[config.mk]
export PLATFORM = sky130hd
export DESIGN_NAME = cop_seq
export DESIGN_NICKNAME = d
export VERILOG_FILES = /design/src/rtl/cop_pkg.sv /design/src/rtl/cop_decode.sv /design/src/rtl/cop_ctrl.sv /design/src/rtl/cop_tagarb.sv /design/src/rtl/cop_seq.sv
export SDC_FILE = /design/constraint.sdc
export NUM_CORES = 1
export LEC_CHECK = 0
export BUFFER_PORTS_ARGS = -buffer_cell sky130_fd_sc_hd__buf_2
export CORE_ASPECT_RATIO = 0.6
export CORE_MARGIN = 2
export CORE_UTILIZATION = 51
export CTS_BUF_LIST = sky130_fd_sc_hd__clkbuf_8
export DETAILED_ROUTE_END_ITERATION = 8
export PLACE_DENSITY = 0.83
export SYNTH_ARGS = -nofsm -noshare
export SYNTH_HDL_FRONTEND = slang
export SYNTH_HIERARCHICAL = 1
export SYNTH_SLANG_ARGS = --single-unit
[constraint.sdc]
create_clock -name clk -period 2.6 [get_ports clk]
set_clock_uncertainty 0.15 [all_clocks]
set_input_delay 0.52 -clock clk [delete_from_list [all_inputs] [get_ports clk]]
set_output_delay 0.52 -clock clk [all_outputs]
set_load 0.01 [all_outputs]
[src/rtl/cop_pkg.sv]
package cop_pkg;

    typedef enum logic [3:0] {
        OP_MEMSYNC  = 4'd0,
        OP_TLBINV   = 4'd1,
        OP_TLBSYNC  = 4'd2,
        OP_IOORDER  = 4'd3,
        OP_ICINV    = 4'd4,
        OP_DCINV    = 4'd5,
        OP_DCFLUSH  = 4'd6,
        OP_DCCLEAN  = 4'd7,
        OP_DCZERO   = 4'd8,
        OP_TOUCH    = 4'd9,
        OP_TOUCHST  = 4'd10
    } op_e;

    typedef enum logic [1:0] {
        CS_I = 2'd0,
        CS_E = 2'd1,
        CS_M = 2'd2
    } cstate_e;

    typedef enum logic [2:0] {
        BK_NONE  = 3'd0,
        BK_SYNC  = 3'd1,
        BK_IOORD = 3'd2,
        BK_KILL  = 3'd3,
        BK_FLUSH = 3'd4,
        BK_CLEAN = 3'd5,
        BK_WWK   = 3'd6,
        BK_RWITM = 3'd7
    } bus_e;

    typedef enum logic [1:0] {
        WT_NONE = 2'd0,
        WT_MEMQ = 2'd1,
        WT_TLB  = 2'd2
    } wait_e;

    typedef enum logic [1:0] {
        PH_IDLE = 2'd0,
        PH_BUS  = 2'd1,
        PH_WAIT = 2'd2,
        PH_FIN  = 2'd3
    } phase_e;

    typedef struct packed {
        bus_e    bus;
        logic    tag_wr;
        cstate_e tag_st;
        logic    l2;
        wait_e   wt;
    } plan_t;

endpackage

[src/rtl/cop_decode.sv]
module cop_decode
    import cop_pkg::*;
(
    input  logic [3:0] code,
    input  logic [1:0] line_st,
    input  logic       bcast,
    output plan_t      plan
);
    logic hit;
    logic is_mod;

    always_comb begin
        is_mod = (line_st == CS_M);
        hit    = (line_st == CS_M) || (line_st == CS_E);
        plan   = '{bus: BK_NONE, tag_wr: 1'b0, tag_st: CS_I, l2: 1'b0, wt: WT_NONE};
        case (code)
            OP_MEMSYNC: begin
                plan.bus = bcast ? BK_SYNC : BK_NONE;
                plan.wt  = WT_MEMQ;
            end
            OP_IOORDER: plan.bus = bcast ? BK_IOORD : BK_NONE;
            OP_TLBSYNC: plan.wt  = WT_TLB;
            OP_DCINV: begin
                plan.bus    = bcast ? BK_KILL : BK_NONE;
                plan.tag_wr = 1'b1;
                plan.tag_st = CS_I;
                plan.l2     = 1'b1;
            end
            OP_DCFLUSH: begin
                plan.bus    = is_mod ? BK_WWK : (bcast ? BK_FLUSH : BK_NONE);
                plan.tag_wr = 1'b1;
                plan.tag_st = CS_I;
                plan.l2     = 1'b1;
            end
            OP_DCCLEAN: begin
                plan.bus    = is_mod ? BK_WWK : (bcast ? BK_CLEAN : BK_NONE);
                plan.tag_wr = is_mod;
                plan.tag_st = CS_E;
                plan.l2     = 1'b1;
            end
            OP_DCZERO: begin
                plan.bus    = hit ? BK_KILL : BK_WWK;
                plan.tag_wr = 1'b1;
                plan.tag_st = CS_M;
                plan.l2     = 1'b1;
            end
            OP_TOUCH, OP_TOUCHST: begin
                plan.bus    = hit ? BK_NONE : BK_RWITM;
                plan.tag_wr = !hit;
                plan.tag_st = CS_E;
            end
            default: ;
        endcase
    end
endmodule

[src/rtl/cop_ctrl.sv]
module cop_ctrl
    import cop_pkg::*;
#(
    parameter int AW = 32
) (
    input  logic          clk,
    input  logic          rst_n,
    input  logic          op_valid,
    input  logic [3:0]    op_code,
    input  logic [AW-1:0] op_addr,
    input  plan_t         plan_in,
    output logic          op_ready,
    output logic          busy,
    output logic          bus_req,
    output logic [2:0]    bus_kind,
    output logic [AW-1:0] bus_addr,
    input  logic          bus_ack,
    input  logic          memq_empty,
    input  logic          tlbsync_in,
    output logic          l2_valid,
    output logic [3:0]    l2_op,
    output logic [AW-1:0] l2_addr,
    output logic          fin_req,
    output logic [AW-1:0] fin_addr,
    output logic [1:0]    fin_state,
    input  logic          fin_grant
);
    typedef struct packed {
        phase_e        ph;
        plan_t         plan;
        logic [AW-1:0] addr;
        logic [3:0]    code;
        logic          l2v;
    } ctrl_t;

    ctrl_t r_d, r_q;
    logic  accept;
    logic  wait_done;

    always_comb begin
        accept    = op_valid && (r_q.ph == PH_IDLE);
        wait_done = (r_q.plan.wt == WT_MEMQ) ? memq_empty :
                    (r_q.plan.wt == WT_TLB)  ? !tlbsync_in : 1'b1;
        r_d       = r_q;
        r_d.l2v   = 1'b0;
        case (r_q.ph)
            PH_IDLE: if (accept) begin
                r_d.plan = plan_in;
                r_d.addr = op_addr;
                r_d.code = op_code;
                r_d.l2v  = plan_in.l2;
                if (plan_in.bus != BK_NONE)    r_d.ph = PH_BUS;
                else if (plan_in.wt != WT_NONE) r_d.ph = PH_WAIT;
                else                            r_d.ph = PH_FIN;
            end
            PH_BUS: if (bus_ack) begin
                r_d.ph = (r_q.plan.wt != WT_NONE) ? PH_WAIT : PH_FIN;
            end
            PH_WAIT: if (wait_done) r_d.ph = PH_FIN;
            PH_FIN: if (!r_q.plan.tag_wr || fin_grant) r_d.ph = PH_IDLE;
            default: r_d.ph = PH_IDLE;
        endcase
    end

    always_ff @(posedge clk or negedge rst_n) begin
        if (!rst_n) begin
            r_q <= '{ph: PH_IDLE,
                     plan: '{bus: BK_NONE, tag_wr: 1'b0, tag_st: CS_I, l2: 1'b0, wt: WT_NONE},
                     addr: '0, code: '0, l2v: 1'b0};
        end else begin
            r_q <= r_d;
        end
    end

    assign op_ready  = (r_q.ph == PH_IDLE);
    assign busy      = (r_q.ph != PH_IDLE);
    assign bus_req   = (r_q.ph == PH_BUS);
    assign bus_kind  = r_q.plan.bus;
    assign bus_addr  = r_q.addr;
    assign l2_valid  = r_q.l2v;
    assign l2_op     = r_q.code;
    assign l2_addr   = r_q.addr;
    assign fin_req   = (r_q.ph == PH_FIN) && r_q.plan.tag_wr;
    assign fin_addr  = r_q.addr;
    assign fin_state = r_q.plan.tag_st;

    a_r13_req_hold: assert property (@(posedge clk) disable iff (!rst_n)
        bus_req && !bus_ack |=> bus_req && $stable(bus_kind) && $stable(bus_addr));

    a_r1_accept_busy: assert property (@(posedge clk) disable iff (!rst_n)
        op_valid && op_ready |=> busy);

    a_r11_l2_after_accept: assert property (@(posedge clk) disable iff (!rst_n)
        l2_valid |-> $past(op_valid && op_ready));

    a_r13_req_kind: assert property (@(posedge clk) disable iff (!rst_n)
        bus_req |-> bus_kind != BK_NONE);

    a_r9_memq_hold: assert property (@(posedge clk) disable iff (!rst_n)
        r_q.ph == PH_WAIT && r_q.plan.wt == WT_MEMQ && !memq_empty |=> busy);

    a_r10_tlb_hold: assert property (@(posedge clk) disable iff (!rst_n)
        r_q.ph == PH_WAIT && r_q.plan.wt == WT_TLB && tlbsync_in |=> busy);

    a_r7_icinv_quiet: assert property (@(posedge clk) disable iff (!rst_n)
        op_valid && op_ready && op_code == OP_ICINV |=> !bus_req && !l2_valid);
endmodule

[src/rtl/cop_tagarb.sv]
module cop_tagarb
    import cop_pkg::*;
#(
    parameter int AW = 32
) (
    input  logic          clk,
    input  logic          rst_n,
    input  logic          snp_valid,
    input  logic [2:0]    snp_kind,
    input  logic [AW-1:0] snp_addr,
    input  logic          fin_req,
    input  logic [AW-1:0] fin_addr,
    input  logic [1:0]    fin_state,
    output logic          fin_grant,
    output logic          tag_wr,
    output logic [AW-1:0] tag_addr,
    output logic [1:0]    tag_state
);
    typedef struct packed {
        logic          wr;
        logic [AW-1:0] addr;
        logic [1:0]    st;
    } tw_t;

    tw_t  t_d, t_q;
    logic snp_kill;

    always_comb begin
        snp_kill  = snp_valid && (snp_kind == BK_KILL);
        fin_grant = fin_req && !snp_kill;
        t_d       = t_q;
        t_d.wr    = 1'b0;
        if (snp_kill) begin
            t_d.wr   = 1'b1;
            t_d.addr = snp_addr;
            t_d.st   = CS_I;
        end else if (fin_req) begin
            t_d.wr   = 1'b1;
            t_d.addr = fin_addr;
            t_d.st   = fin_state;
        end
    end

    always_ff @(posedge clk or negedge rst_n) begin
        if (!rst_n) t_q <= '{wr: 1'b0, addr: '0, st: CS_I};
        else        t_q <= t_d;
    end

    assign tag_wr    = t_q.wr;
    assign tag_addr  = t_q.addr;
    assign tag_state = t_q.st;

    a_r12_snoop_inval: assert property (@(posedge clk) disable iff (!rst_n)
        snp_valid && snp_kind == BK_KILL |=> tag_wr && tag_state == CS_I && tag_addr == $past(snp_addr));

    a_r12_nonkill_ignored: assert property (@(posedge clk) disable iff (!rst_n)
        snp_valid && snp_kind != BK_KILL && !fin_req |=> !tag_wr);

    a_r12_op_deferred: assert property (@(posedge clk) disable iff (!rst_n)
        fin_req && snp_valid && snp_kind == BK_KILL |=> tag_state == CS_I);
endmodule

[src/rtl/cop_seq.sv]
module cop_seq
    import cop_pkg::*;
#(
    parameter int AW = 32
) (
    input  logic          clk,
    input  logic          rst_n,
    input  logic          op_valid,
    output logic          op_ready,
    input  logic [3:0]    op_code,
    input  logic [AW-1:0] op_addr,
    input  logic [1:0]    op_state,
    input  logic          bcast_en,
    output logic          busy,
    output logic          bus_req,
    output logic [2:0]    bus_kind,
    output logic [AW-1:0] bus_addr,
    input  logic          bus_ack,
    input  logic          memq_empty,
    input  logic          tlbsync_in,
    output logic          l2_valid,
    output logic [3:0]    l2_op,
    output logic [AW-1:0] l2_addr,
    output logic          tag_wr,
    output logic [AW-1:0] tag_addr,
    output logic [1:0]    tag_state,
    input  logic          snp_valid,
    input  logic [2:0]    snp_kind,
    input  logic [AW-1:0] snp_addr
);
    plan_t         plan;
    logic          fin_req;
    logic          fin_grant;
    logic [AW-1:0] fin_addr;
    logic [1:0]    fin_state;

    cop_decode u_decode (
        .code    (op_code),
        .line_st (op_state),
        .bcast   (bcast_en),
        .plan    (plan)
    );

    cop_ctrl #(.AW(AW)) u_ctrl (
        .clk        (clk),
        .rst_n      (rst_n),
        .op_valid   (op_valid),
        .op_code    (op_code),
        .op_addr    (op_addr),
        .plan_in    (plan),
        .op_ready   (op_ready),
        .busy       (busy),
        .bus_req    (bus_req),
        .bus_kind   (bus_kind),
        .bus_addr   (bus_addr),
        .bus_ack    (bus_ack),
        .memq_empty (memq_empty),
        .tlbsync_in (tlbsync_in),
        .l2_valid   (l2_valid),
        .l2_op      (l2_op),
        .l2_addr    (l2_addr),
        .fin_req    (fin_req),
        .fin_addr   (fin_addr),
        .fin_state  (fin_state),
        .fin_grant  (fin_grant)
    );

    cop_tagarb #(.AW(AW)) u_tagarb (
        .clk       (clk),
        .rst_n     (rst_n),
        .snp_valid (snp_valid),
        .snp_kind  (snp_kind),
        .snp_addr  (snp_addr),
        .fin_req   (fin_req),
        .fin_addr  (fin_addr),
        .fin_state (fin_state),
        .fin_grant (fin_grant),
        .tag_wr    (tag_wr),
        .tag_addr  (tag_addr),
        .tag_state (tag_state)
    );
endmodule

==> reports/metrics.csv, run 1 <==
stage,metric,value,unit
status,status,"complete, no violations",
floorplan,I/O pin count,191,
sta,PnR worst setup slack,0.418,ns
cells_and_area,Util after Layout,0.583,
floorplan,die area,0.0105,mm2
cells_and_area,Inserted Diodes,0,
worst_setup_path,Worst Setup End Kind,flop,
grt,global-route wire length before repair,15000,um
pwr,total power,6.31,mW
pwr,leakage power,2.81,nW
synth,Synth cell types,37,
placed_design,Area after DPL,0.00517,mm2
sta,final worst path period share,0.839,
grt,initial antenna violation count,0,
sta,setup violators final,0,
sta,final hold vios,0,
cells_and_area,final non-filler cell total,607,
sta,Final min period,2.18,ns
placed_design,pre-CTS setup slack,0.150,ns
floorplan,# rows,27,
detailed_routing,detailed-route vias per instance,4.91,
worst_hold_path,class of the worst hold path,in2reg,
cells_and_area,Finished Cell Area,0.00541,mm2
synth,Syn Nets,469,
grt,largest net degree at the start of global routing,45,
pwr,pwr/cell area,1160,mW/mm2
clocking,number of H-tree levels,3,
synth,Cells after Synth,382,
worst_setup_path,CP Class,reg2reg,
synth,Syn Std Cell Area,0.00493,mm2
worst_setup_path,critical path launch point type,flop,
floorplan,initial core utilization,0.530,
sta,setup TNS,0,ns
worst_setup_path,WP data arrival,2.27,ns
placed_design,HPWL after DPL,7350,um
detailed_routing,total number of vias,2983,
grt,Overall Global Routing Usage,0.189,
synth,syn_area_per_cell,12.9,um2
sta,RSZ-0062 raised after global routing,no,
cells_and_area,share of cells above drive strength 1,0.688,
cells_and_area,most frequent cells in the layout,"189 x buf_2, 82 x dfrtp_1, 54 x mux2_2",
clocking,Skew-Pair Late Insertion Delay,0.34,ns
placed_design,placed cells,590,
detailed_routing,first drt pass iteration count,4,
clocking,clock sinks,82,
clocking,root cell of the clock tree,clkbuf_8,
cells_and_area,P&R area growth vs syn,9.85,%
clocking,Inserted Clock Buffers,9,
clocking,post-CTS sizing,0,
worst_setup_path,CP Max Fanout,14,
detailed_routing,Antenna Nets Post-Route,0,
synth,"EDFF count, synth",0,
synth,synth warn,6,
sta,WHS,0.248,ns
synth,sequential area share after synthesis,0.416,
detailed_routing,M1 WL,4310,um
floorplan,core area,0.00929,mm2
sta,fmax,458,MHz
sta,fin. max-slew vios,0,
sta,slew margin rel.,0.657,
job,Max Cap Viol,0,
clocking,largest buffer count on any clock path,2,
placed_design,IO Port Bufs,190,
grt,number of global-route vias before repair,3012,
detailed_routing,met2 wire len,4560,um
cells_and_area,"most common cell after layout, fill and taps aside",buf_2,
detailed_routing,DRC,0,
clocking,Worst-path clk slew,0.08,ns
floorplan,Die Span Y,80.1,um
detailed_routing,Top Metal Used,met4,
detailed_routing,WL final,9760,um
pwr,Worst VDD drop,0.682,mV
worst_setup_path,critical path data required time,2.69,ns
clocking,CTS tree,built,
synth,post-synthesis sequential element count,82,
detailed_routing,metal3 WL,796,um
detailed_routing,routed len/inst,16.1,um
synth,most common flop cell mapped by yosys,dfrtp_1,
detailed_routing,number of DRC markers in iteration 0,102,
floorplan,die width,131,um
synth,post-synthesis async set-or-reset flop share,1.00,
grt,Overflow after GRT,0,
cells_and_area,# nets final,559,
placed_design,routability cong.,0.827,
sta,Worst-Margin Slew,0.515,ns
critical path, cell delays in order (launching register included):
cell and delay (ns):
dfrtp_1 0.41, ha_1 0.17, and2_2 0.38, buf_4 0.34, mux2_2 0.37, mux2_2 0.26
synthesized netlist by cell type (3+ instances only):
cell	count	share of area
dfrtp_1	82	0.42
buf_6	3	0.0069
nor2_1	5	0.0038
a21oi_1	3	0.0030
nand2_1	3	0.0023
mux2i_1	4	0.0081
nor4_1	3	0.0038
ha_1	6	0.015
o22ai_1	5	0.0063
nand3_1	3	0.0030
buf_4	108	0.16
buf_2	5	0.0051
mux2_2	54	0.12
inv_1	8	0.0061
mux2_4	53	0.16
nand2b_1	5	0.0063
buf_12	3	0.012
final cells by class:
cell class                 instances  area (um2)
multi-input combinational        171        1900
tap                              130         163
timing repair buffer             199        1040
inverter                           9        33.8
clock inverter                     6        90.1
clock buffer                      10         138
sequential                        82        2050
fill                             758        3880
worst paths after layout:
kind | end | slack [ns] | cells past startpoint | from
max | u_tagarb/tag_addr[24] | 0.42 | 5 | u_ctrl/r_q[46]
min | u_ctrl/bus_addr[22] | 0.25 | 2 | op_addr[22]
max reg2reg | u_tagarb/tag_addr[24] | 0.42 | 5 | u_ctrl/r_q[46]
min reg2reg | u_ctrl/l2_op[3] | 0.35 | 1 | u_ctrl/l2_op[3]
max in group asynchronous | u_tagarb/tag_addr[29] | 1.11 | 3 | rst_n
min in group asynchronous | u_ctrl/bus_addr[24] | 0.55 | 2 | rst_n
report_power, final:
| part | leakage [nW] | switching, mW | internal (mW) | total, mW |
|---|---|---|---|---|
| clock network | 0.112 | 0.457 | 0.568 | 1.03 |
| registers | 0.993 | 0.452 | 1.88 | 2.33 |
| logic | 1.71 | 1.28 | 1.67 | 2.94 |
routing by layer:
metal / GRT usage / vias to the layer above
met4: 0.0457 / 0
met5: 0 / -
met2: 0.314 / 136
li1: - / 1378
met3: 0.0660 / 11
met1: 0.239 / 1458
flip-flops by register name, summed over array words and instances, names as in the netlist:
signal and cells:
u_ctrl/bus_addr 32, u_tagarb/tag_addr 32, u_ctrl/r_q 5, u_ctrl/l2_op 4
u_ctrl/bus_kind 3, u_ctrl/fin_state 2, u_tagarb/tag_state 2, u_ctrl/l2_valid 1
u_tagarb/tag_wr 1
logic make-up (layout without fill, tap and decap cells):
kind of cell | after synthesis | in the layout | share of synthesized area
and+or+nand+nor | 33 | 33 | 0.0455
muxes | 113 | 113 | 0.298
adders and majority gates | 7 | 7 | 0.0175
xor gates and xnor gates | 2 | 2 | 0.00356
buffers and inverters | 129 | 224 | 0.199
AOI/OAI and AO/OA | 16 | 16 | 0.0208
DFF | 82 | 82 | 0.416
what timing repair did:
item                                   in CTS  in global routing
buffers inserted                            0                  0
hold buffers                                1                  0
endpoints found under the hold margin      22                  0
No activity file was read; power rests on OpenSTA's default activity.
==> run 2, diff against run 1 <==
ABC_AREA = 1   (was default)
CORE_UTILIZATION = 46   (was 51)
PLACE_DENSITY = 0.79   (was 0.83)
clock period = 1.75 ns   (was 2.6 ns; I/O delays follow)
==> run 2 against run 1 <==
Clock power rose by 26%; worst hold slack got worse by 0.17 ns; worst setup slack got worse by 0.35 ns; via count is 31% higher; first-iteration DRC count grew 62%; critical endpoint is now bus_req; clock-buffer cell count unchanged; sequential power is 47% higher; highest routed layer unchanged.
==> reports/metrics.csv, run 2 <==
stage,metric,value,unit
worst_setup_path,CP max-delay cell,dfrtp_2,
synth,Post-Synth Simple-Gate Area,0.216,
synth,largest area contributor in the netlist,dfrtp_1,
synth,Synth area leaders,"dfrtp_1 42%, buf_4 16%, nand3_1 11%, mux2_2 8.8%, nand2_1 8.7%",
synth,most common flop cell mapped by yosys,dfrtp_1,
detailed_routing,first drt pass iteration count,4,
synth,Synth top cells by count,"113 x nand2_1, 109 x nand3_1, 105 x buf_4, 82 x dfrtp_1, 64 x inv_1",
pwr,leakage power,3.21,nW
synth,most frequent cell after synthesis,nand2_1,
synth,Syn Std Cell Area,0.00487,mm2
synth,main combinational cell family by area after synthesis,buffers and inverters,
grt,largest net degree at the start of global routing,52,
detailed_routing,WL final,11400,um
detailed_routing,DRC,0,
floorplan,die area,0.0115,mm2
synth,Post-Synth XOR/XNOR Area,0,
cells_and_area,"most common cell after layout, fill and taps aside",buf_2,
floorplan,# rows,29,
clocking,number of H-tree levels,3,
grt,Overall Global Routing Usage,0.199,
synth,post-synthesis sequential element count,82,
placed_design,IO Port Bufs,190,
status,status,"complete, no violations",
detailed_routing,routed len/inst,14.2,um
worst_setup_path,CP Class,reg2out,
cells_and_area,final non-filler cell total,804,
pwr,Int Pwr,5.29,mW
synth,mux share of post-synthesis cell area,0.0970,
floorplan,initial core utilization,0.466,
sta,fmax,593,MHz
synth,Synth cell types,23,
cells_and_area,most frequent cells in the layout,"187 x buf_2, 109 x nand2_1, 109 x nand3_1",
sta,Final min period,1.69,ns
floorplan,die width,137,um
placed_design,pre-CTS setup slack,-0.0533,ns
cells_and_area,FILL cells,993,
detailed_routing,Top Metal Used,met4,
worst_setup_path,Worst Setup End Kind,primary output,
clocking,Skew-Pair Late Insertion Delay,0.34,ns
cells_and_area,share of cells above drive strength 1,0.430,
clocking,Worst-path clk slew,0.08,ns
worst_setup_path,most frequent CP cell,buf_6,
floorplan,Die Span Y,83.7,um
detailed_routing,detailed-route vias per instance,4.84,
cells_and_area,Finished Cell Area,0.00554,mm2
grt,number of global-route vias before repair,3642,
pwr,Worst VDD drop,0.762,mV
worst_setup_path,crit path cell chain,buf_6 -> ha_4 -> buf_6,
clocking,Inserted Clock Buffers,9,
worst_setup_path,critical path data required time,1.25,ns
sta,final hold vios,0,
pwr,combinational share of power,0.444,
detailed_routing,number of DRC markers in iteration 0,165,
placed_design,placed cells,783,
detailed_routing,total number of vias,3893,
clocking,largest buffer count on any clock path,2,
synth,Post-Synth Adder-Cell Area,0.0154,
sta,WHS,0.0826,ns
sta,setup TNS,0,ns
synth,synth warn,6,
cells_and_area,# nets final,748,
sta,setup violators final,0,
worst_setup_path,CP Max Fanout,3,
job,Max Cap Viol,0,
worst_setup_path,CP max stage delay,0.44,ns
placed_design,Area after DPL,0.00524,mm2
grt,Overflow after GRT,0,
sta,Worst-Margin Slew,0.382,ns
placed_design,HPWL after DPL,8650,um
clocking,root cell of the clock tree,clkbuf_8,
grt,initial antenna violation count,0,
synth,sequential area share after synthesis,0.421,
synth,Cells after Synth,569,
pwr,pwr/cell area,1540,mW/mm2
synth,"EDFF count, synth",0,
detailed_routing,metal3 WL,929,um
pwr,Net Sw Power,3.23,mW
placed_design,routability cong.,0.778,
sta,slew margin rel.,0.743,
synth,Synth Area in Compound Gates,0.00821,
synth,post-synthesis async set-or-reset flop share,1.00,
sta,fin. max-slew vios,0,
clocking,clock sinks,82,
detailed_routing,met2 wire len,5290,um
worst_setup_path,critical path launch point type,flop,
sta,PnR worst setup slack,0.0650,ns
cells_and_area,Inserted Diodes,0,
detailed_routing,Antenna Nets Post-Route,0,
cells_and_area,P&R area growth vs syn,13.7,%
synth,Syn Nets,656,
synth,syn_area_per_cell,8.57,um2
pwr,Clock Power Share,0.153,
detailed_routing,M1 WL,5080,um
pwr,Switching Share,0.379,
pwr,sequential power share,0.403,
floorplan,I/O pin count,191,
worst_setup_path,WP data arrival,1.19,ns
worst_hold_path,class of the worst hold path,in2reg,
clocking,CTS tree,built,
grt,global-route wire length before repair,17700,um
synth,post-synth top area share,0.421,
sta,final worst path period share,0.963,
floorplan,core area,0.0105,mm2
[run 2: cell families after synthesis]
| logic type | Yosys count |
|---|---|
| buffers and inverters | 196 |
| AND/OR/NAND/NOR | 237 |
| flip-flops | 82 |
| multiplexers | 41 |
| AO/OA/AOI/OAI | 7 |
| adder cells (fa/ha/maj) | 6 |
[run 2: area by class of cell]
cell class,count,area (um2),share of cell area
clock buffers,10,138,0.0248
clock inverters,5,47.5,0.00858
inverters,66,253,0.0456
multi-input cells,291,1700,0.306
flip-flops and latches,82,2050,0.370
well taps,139,174,0.0314
repair buffers,211,1180,0.213
[run 2: metal layers]
layer / vias to the layer above / global-route usage
met3: 14 / 0.0607
met5: - / 0
met1: 1823 / 0.265
met2: 174 / 0.320
met4: 0 / 0.0459
li1: 1882 / -
[run 2: power groups by stage]
| stage | logic [mW] | registers, mW | clock network [mW] |
|---|---|---|---|
| finish | 3.78 | 3.43 | 1.30 |
| detailed placement | 3.64 | 3.46 | 0 |
| global route | 4.12 | 3.56 | 1.45 |
| global placement | 3.58 | 3.39 | 0 |
| floorplan | 3.46 | 3.50 | 0 |
| CTS | 3.75 | 3.43 | 1.37 |
[run 2: stage by stage]
| stage | power, mW | utilization |
|---|---|---|
| after global placement | 6.97 | 0.501 |
| after CTS | 8.55 | 0.525 |
| after detailed placement | 7.10 | 0.501 |
| after global routing | 9.12 | 0.531 |
| final | 8.52 | 0.531 |
| after floorplan | 6.96 | - |
[run 2: worst max-delay path, delay by kind of cell (launching register included)]
kind | cells | cell delay [ns]
DFF | 1 | 0.44
buffers and inverters | 2 | 0.24
adders and majority gates | 1 | 0.16
[run 2: repair_timing]
action	CTS	global route
hold buffers	1	0
setup buffers	5	2
resized for setup	8	15
setup endpoints to repair	5	8
endpoints found under the hold margin	19	0
pin swaps	1	4
[run 2: path summary, 6_finish.rpt]
check / from / cells after the start / slack, ns / to
worst max-delay path: u_ctrl/r_q[46] / 3 / 0.06 / bus_req
worst min-delay path: op_addr[10] / 2 / 0.08 / u_ctrl/bus_addr[10]
worst max register to register: u_ctrl/r_q[46] / 12 / 0.09 / u_ctrl/r_q[46]
worst min register to register: u_tagarb/tag_state[1] / 2 / 0.35 / u_tagarb/tag_state[1]
max in group asynchronous: rst_n / 3 / 0.62 / u_ctrl/bus_addr[12]
min in group asynchronous: rst_n / 2 / 0.27 / u_ctrl/bus_addr[19]
